## src/rtl/srl_pkg.sv

```systemverilog
package srl_pkg;
  localparam int unsigned NUM_REGS = 4;
  localparam int unsigned SEL_W    = $clog2(NUM_REGS);

  typedef enum logic [SEL_W-1:0] {
    SEL_CTRL  = 2'b00,
    SEL_CHR_A = 2'b01,
    SEL_CHR_B = 2'b10,
    SEL_PRG   = 2'b11
  } reg_sel_e;
endpackage

```

## src/rtl/srl_write_gate.sv

```systemverilog
// Accepts a write only if at least GAP cycles have elapsed since the last write.
module srl_write_gate #(
  parameter int unsigned GAP = 2
) (
  input  logic clk_i,
  input  logic rst_ni,
  input  logic wr_i,
  output logic accept_o
);
  localparam int unsigned CNT_W = $clog2(GAP + 1);
  localparam logic [CNT_W-1:0] GAP_V = CNT_W'(GAP);

  logic [CNT_W-1:0] since_q;

  // Starts saturated so the first write after reset passes.
  always_ff @(posedge clk_i or negedge rst_ni) begin
    if (!rst_ni) begin
      since_q <= GAP_V;
    end else if (wr_i) begin
      since_q <= CNT_W'(1);
    end else if (since_q < GAP_V) begin
      since_q <= since_q + CNT_W'(1);
    end
  end

  assign accept_o = wr_i && (since_q >= GAP_V);
endmodule

```

## src/rtl/srl_serial_loader.sv

```systemverilog
module srl_serial_loader #(
  parameter int unsigned REG_W = 5
) (
  input  logic             clk_i,
  input  logic             rst_ni,
  input  logic             accept_i,
  input  logic             bit_i,
  input  logic             abort_i,
  output logic             commit_o,
  output logic             abort_o,
  output logic [REG_W-1:0] value_o
);
  localparam int unsigned CNT_W = $clog2(REG_W + 1);
  localparam logic [CNT_W-1:0] LAST = CNT_W'(REG_W - 1);

  logic [REG_W-1:0] stage_q, stage_nx;
  logic [CNT_W-1:0] cnt_q;
  logic             shift_en;

  assign shift_en = accept_i && !abort_i;
  assign stage_nx = {bit_i, stage_q[REG_W-1:1]};

  always_ff @(posedge clk_i or negedge rst_ni) begin
    if (!rst_ni) begin
      stage_q <= '0;
      cnt_q   <= '0;
    end else if (accept_i && abort_i) begin
      stage_q <= '0;
      cnt_q   <= '0;
    end else if (shift_en) begin
      if (cnt_q == LAST) begin
        stage_q <= '0;
        cnt_q   <= '0;
      end else begin
        stage_q <= stage_nx;
        cnt_q   <= cnt_q + CNT_W'(1);
      end
    end
  end

  assign commit_o = shift_en && (cnt_q == LAST);
  assign abort_o  = accept_i && abort_i;
  assign value_o  = stage_nx;
endmodule

```

## src/rtl/srl_reg_bank.sv

```systemverilog
module srl_reg_bank
  import srl_pkg::*;
#(
  parameter int unsigned      REG_W     = 5,
  parameter logic [REG_W-1:0] CTRL_INIT = 5'h0C,
  parameter logic [REG_W-1:0] CTRL_OR   = 5'h0C
) (
  input  logic                             clk_i,
  input  logic                             rst_ni,
  input  logic                             commit_i,
  input  logic                             abort_i,
  input  logic [SEL_W-1:0]                 sel_i,
  input  logic [REG_W-1:0]                 value_i,
  output logic [NUM_REGS-1:0][REG_W-1:0]   regs_o
);
  for (genvar g = 0; g < NUM_REGS; g++) begin : g_reg
    localparam logic [REG_W-1:0] INIT = (g == int'(SEL_CTRL)) ? CTRL_INIT : '0;
    logic [REG_W-1:0] r_q;
    logic             hit;

    assign hit = commit_i && (sel_i == SEL_W'(g));

    if (g == int'(SEL_CTRL)) begin : g_ctrl
      always_ff @(posedge clk_i or negedge rst_ni) begin
        if (!rst_ni)      r_q <= INIT;
        else if (abort_i) r_q <= r_q | CTRL_OR;
        else if (hit)     r_q <= value_i;
      end
    end else begin : g_plain
      always_ff @(posedge clk_i or negedge rst_ni) begin
        if (!rst_ni)  r_q <= INIT;
        else if (hit) r_q <= value_i;
      end
    end

    assign regs_o[g] = r_q;
  end
endmodule

```

## src/rtl/serial_reg_loader.sv

```systemverilog
module serial_reg_loader
  import srl_pkg::*;
#(
  parameter int unsigned      REG_W     = 5,
  parameter int unsigned      DATA_W    = 8,
  parameter int unsigned      GAP       = 2,
  parameter logic [REG_W-1:0] CTRL_INIT = 5'h0C,
  parameter logic [REG_W-1:0] CTRL_OR   = 5'h0C
) (
  input  logic              clk_i,
  input  logic              rst_ni,
  input  logic              wr_i,
  input  logic [1:0]        sel_i,
  input  logic [DATA_W-1:0] data_i,
  output logic [REG_W-1:0]  ctrl_o,
  output logic [REG_W-1:0]  chr_a_o,
  output logic [REG_W-1:0]  chr_b_o,
  output logic [REG_W-1:0]  prg_o
);
  localparam int unsigned ABORT_BIT = DATA_W - 1;

  logic                           accept;
  logic                           commit;
  logic                           abort;
  logic [REG_W-1:0]               value;
  logic [NUM_REGS-1:0][REG_W-1:0] regs;
  logic                           unused_data;

  assign unused_data = ^data_i[ABORT_BIT-1:1];

  srl_write_gate #(.GAP(GAP)) gate_i (
    .clk_i    (clk_i),
    .rst_ni   (rst_ni),
    .wr_i     (wr_i),
    .accept_o (accept)
  );

  srl_serial_loader #(.REG_W(REG_W)) loader_i (
    .clk_i    (clk_i),
    .rst_ni   (rst_ni),
    .accept_i (accept),
    .bit_i    (data_i[0]),
    .abort_i  (data_i[ABORT_BIT]),
    .commit_o (commit),
    .abort_o  (abort),
    .value_o  (value)
  );

  srl_reg_bank #(
    .REG_W     (REG_W),
    .CTRL_INIT (CTRL_INIT),
    .CTRL_OR   (CTRL_OR)
  ) bank_i (
    .clk_i    (clk_i),
    .rst_ni   (rst_ni),
    .commit_i (commit),
    .abort_i  (abort),
    .sel_i    (sel_i),
    .value_i  (value),
    .regs_o   (regs)
  );

  assign ctrl_o  = regs[SEL_CTRL];
  assign chr_a_o = regs[SEL_CHR_A];
  assign chr_b_o = regs[SEL_CHR_B];
  assign prg_o   = regs[SEL_PRG];
endmodule

```

## config.mk

```make
export PLATFORM = sky130hd
export DESIGN_NAME = serial_reg_loader
export DESIGN_NICKNAME = d
export VERILOG_FILES = /design/src/rtl/srl_pkg.sv /design/src/rtl/srl_write_gate.sv /design/src/rtl/srl_serial_loader.sv /design/src/rtl/srl_reg_bank.sv /design/src/rtl/serial_reg_loader.sv
export SDC_FILE = /design/constraint.sdc
export NUM_CORES = 1
export LEC_CHECK = 0
export BUFFER_PORTS_ARGS = -buffer_cell sky130_fd_sc_hd__buf_2
export CAP_MARGIN = 20
export CORE_UTILIZATION = 38
export CTS_CLUSTER_DIAMETER = 100
export CTS_CLUSTER_SIZE = 16
export DETAILED_ROUTE_END_ITERATION = 7
export PLACE_DENSITY = 0.66
export SLEW_MARGIN = 40
export SYNTH_ARGS = -nofsm -noshare
export SYNTH_HDL_FRONTEND = slang
export SYNTH_SLANG_ARGS = --single-unit
```

## constraint.sdc

```tcl
create_clock -name clk_i -period 1.9 [get_ports clk_i]
set_input_delay 0.285 -clock clk_i [delete_from_list [all_inputs] [get_ports clk_i]]
set_output_delay 0.285 -clock clk_i [all_outputs]
set_load 0.02 [all_outputs]
```

==> impl_metrics.csv <==
group,metric,value,unit
layout,multi_input_area,518.0,um2
sta,hold_slack,0.1630,ns
synthesis,ys_types,22,
synthesis,ys_seq_area_frac,0.5710,
setup_path,r2r_start,"loader_i.cnt_q[0]",
job,maxCapViolCount,0,
sta,setup-tns-final,0,ns
floorplan,pin_count,33,
grt,grt_usage,0.1595,
power_and_ir_drop,power.density,1034,nW/um2
routing,routed_via_density,4.813,
setup_path,r2r_slack,0.09,ns
routing,wl_per_cell,14.05,um
layout,antenna_cells,0,
placed_design,dp_hpwl,1708,um
clock_tree,cts_max_level,2,
synthesis,syn_inst,87,
synthesis,avgSynthCellArea,14.68,um2
routing,drt_iter0_drc,9,
sta,setup_viol,0,
power_and_ir_drop,power.total,1.664,mW
synthesis,yosysTopAreaCell,"dfrtp_1",
routing,via_count,823,
placed_design,io_buffers,26,
synthesis,netlist_area,1277,um2
floorplan,dieArea,3598,um2
worst_hold_path,min-delay-start,"wr_i",
setup_path,cp.arrival,2.01,ns
routing,drtAntennaViolNets,0,
clock_tree,clkTransAtPathRegs,0.09,ns
grt,grt_pass1_wl,4029,um
clock_tree,numCtsBuffers,5,
setup_path,crit_type,"register to register",
floorplan,core-area,3128,um2
worst_hold_path,worst_hold_path.endpoint,"gate_i.since_q[1]",
floorplan,initial_core_util,0.4084,
sta,min_period,1.810,ns
grt,grt_overflow_total,0,
routing,dr.pass1.iters,2,
sta,hold_violations,0,
clock_tree,clk_path_buf_depth,2,
sta,finalCritPeriodShare,0.9528,
layout,nNetsFinal,142,
power_and_ir_drop,p_leak,0.8353,nW
synthesis,yosys_warnings,0,
floorplan,die_x,59.98,um
placed_design,gp_congestion,0.6984,
clock_tree,cts_tree,"done",
setup_path,r2r_cells,7,
floorplan,rows,20,
setup_path,r2r_end,"bank_i.g_reg[3].r_q[4]",
layout,fillers,293,
floorplan,die_h,59.98,um
grt,grt_antenna_before_repair,0,
placed_design,pre_cts_slack,-0.03949,ns
layout,final_layout_size_suffix_gt1_frac,0.5433,
layout,seq_area,729.5,um2
setup_path,start_kind,"register",
worst_hold_path,holdPathStages,2,
sta,setup_ws,0.08969,ns
sta,fmaxAchievable,0.5524,GHz
setup_path,worstSetupEndpointType,"register",
clock_tree,cts_sinks,29,
outcome,status,"completed",
synthesis,synthTopCellsByArea,"dfrtp_1 51%, mux2_2 17%, dfstp_2 6.2%",
sta,slew_viol_final,0,
clock_tree,clkLatencyLatePin,0.32,ns
sta,worst_pin_slew,0.6163,ns
setup_path,crit_chain,"inv_1 > ha_1 > nand2_2 > buf_4 > nor4_4 > buf_6 > mux2_2",
routing,drc,0,
sta,rsz0062_at_grt,"no",
setup_path,worst_path_max_delay_cell,"dfrtp_1",
placed_design,post_dp_cell_area,1500,um2
layout,syn2layout_area_growth,26.05,%
sta,slew_headroom,0.5891,
synthesis,synth_seq_cells,29,
power_and_ir_drop,ir_worst_vdd,566.2,uV
clock_tree,post_cts_buffers,0,
layout,finalInstanceArea,1610,um2
setup_path,cp.required,2.10,ns
grt,grt_start_max_net_pins,30,
synthesis,synth_top_area_share,0.5093,
setup_path,max_stage_delay,0.40,ns
routing,wirelength,2402,um
worst_hold_path,min_path_type,"input pin to register",
clock_tree,root_buffer,"clkbuf_4",
synthesis,syn-num-nets,103,
grt,grt_pass1_vias,880,
sta,fin_skew,0.008052,ns
setup_path,path_max_fanout,5,
[per-stage QoR]
step	instances	util
5_1_grt	171	0.5148
2_1_floorplan	87	-
6_report	171	0.5148
3_3_place_gp	162	0.4796
4_1_cts	171	0.5116
3_5_place_dp	162	0.4796
[sequential cells by signal (all words and copies together), names as in the netlist]
register          cells
bank_i.g.r_q         20
loader_i.stage_q      4
loader_i.cnt_q        3
gate_i.since_q        2
[power by group]
part / internal, mW / switching [mW]
combinational: 0.163 / 0.199
sequential: 0.710 / 0.0801
clock: 0.314 / 0.199
total: 1.19 / 0.478
[logic make-up (layout without fill, tap and decap cells)]
kind of cell,count (synthesis),in the layout,share of synthesized area
xor+xnor,1,1,0.006857
compound gates,10,10,0.06954
mux,21,21,0.1832
fa+ha+maj,3,3,0.02939
buf+inv,8,48,0.02938
flops,29,29,0.5710
simple gates,15,15,0.1107
[placed cells by master (no fill, tap or decap), drive strengths merged]
master / count
dlygate4sd3: 1
bufinv: 1
nor4: 3
nor3b: 1
a22o: 5
o211a: 1
inv: 6
nor4b: 1
mux2: 19
nand2: 2
nor2: 4
xor2: 1
nand2b: 3
dfrtp: 26
ha: 3
mux2i: 2
dfstp: 3
buf: 33
clkbuf: 7
nor3: 1
a21oi: 1
o41ai: 1
o21ai: 2
[routing by layer]
metal,up-vias,share of wire,GRT usage
li1,385,-,-
met1,411,0.42,0.1808
met2,24,0.52,0.2794
met3,3,0.052,0.05628
met4,0,0.010,0.04983
met5,-,0,0
[Yosys cell counts]
library cell,number
dfrtp_1,26
mux2i_1,2
dfstp_2,3
inv_1,6
o41ai_1,1
nor3b_1,1
nor3_1,1
ha_1,3
nand2_1,2
mux2_2,19
xor2_1,1
nor4b_4,1
buf_6,1
o21ai_4,1
clkbuf_1,1
o211a_1,1
nor2_1,4
nand2b_1,3
a21oi_1,1
nor4_4,3
a22o_1,5
o21ai_0,1
[layout make-up]
type | count | share of cell area
Sequential cell | 29 | 0.4530
Multi-Input combinational cell | 50 | 0.3217
Timing Repair Buffer | 34 | 0.1243
Clock buffer | 7 | 0.03419
Tap cell | 44 | 0.03419
Clock inverter | 1 | 0.01865
Inverter | 6 | 0.01399
[worst max path at each step]
stage,startpoint,end
floorplan,gate_i.since_q[1],bank_i.g_reg[0].r_q[4]
global placement,gate_i.since_q[1],loader_i.cnt_q[0]
detailed placement,gate_i.since_q[1],loader_i.cnt_q[0]
CTS,loader_i.cnt_q[0],bank_i.g_reg[3].r_q[4]
global route,loader_i.cnt_q[0],bank_i.g_reg[3].r_q[4]
finish,loader_i.cnt_q[0],bank_i.g_reg[3].r_q[4]
[timing repair]
item | in CTS | in global routing
hold buffers | 1 | 0
endpoints found under the hold margin | 26 | 0
setup endpoints to repair | 6 | 7
resized for setup | 1 | 3
[critical path: cells and delay by family, from the launching register on]
kind	cells	cell delay (ns)
and+or+nand+nor	2	0.31
DFF	1	0.40
muxes	1	0.34
adders and majority gates	1	0.19
buffers and inverters	3	0.43
No activity file was read; power rests on OpenSTA's default activity.
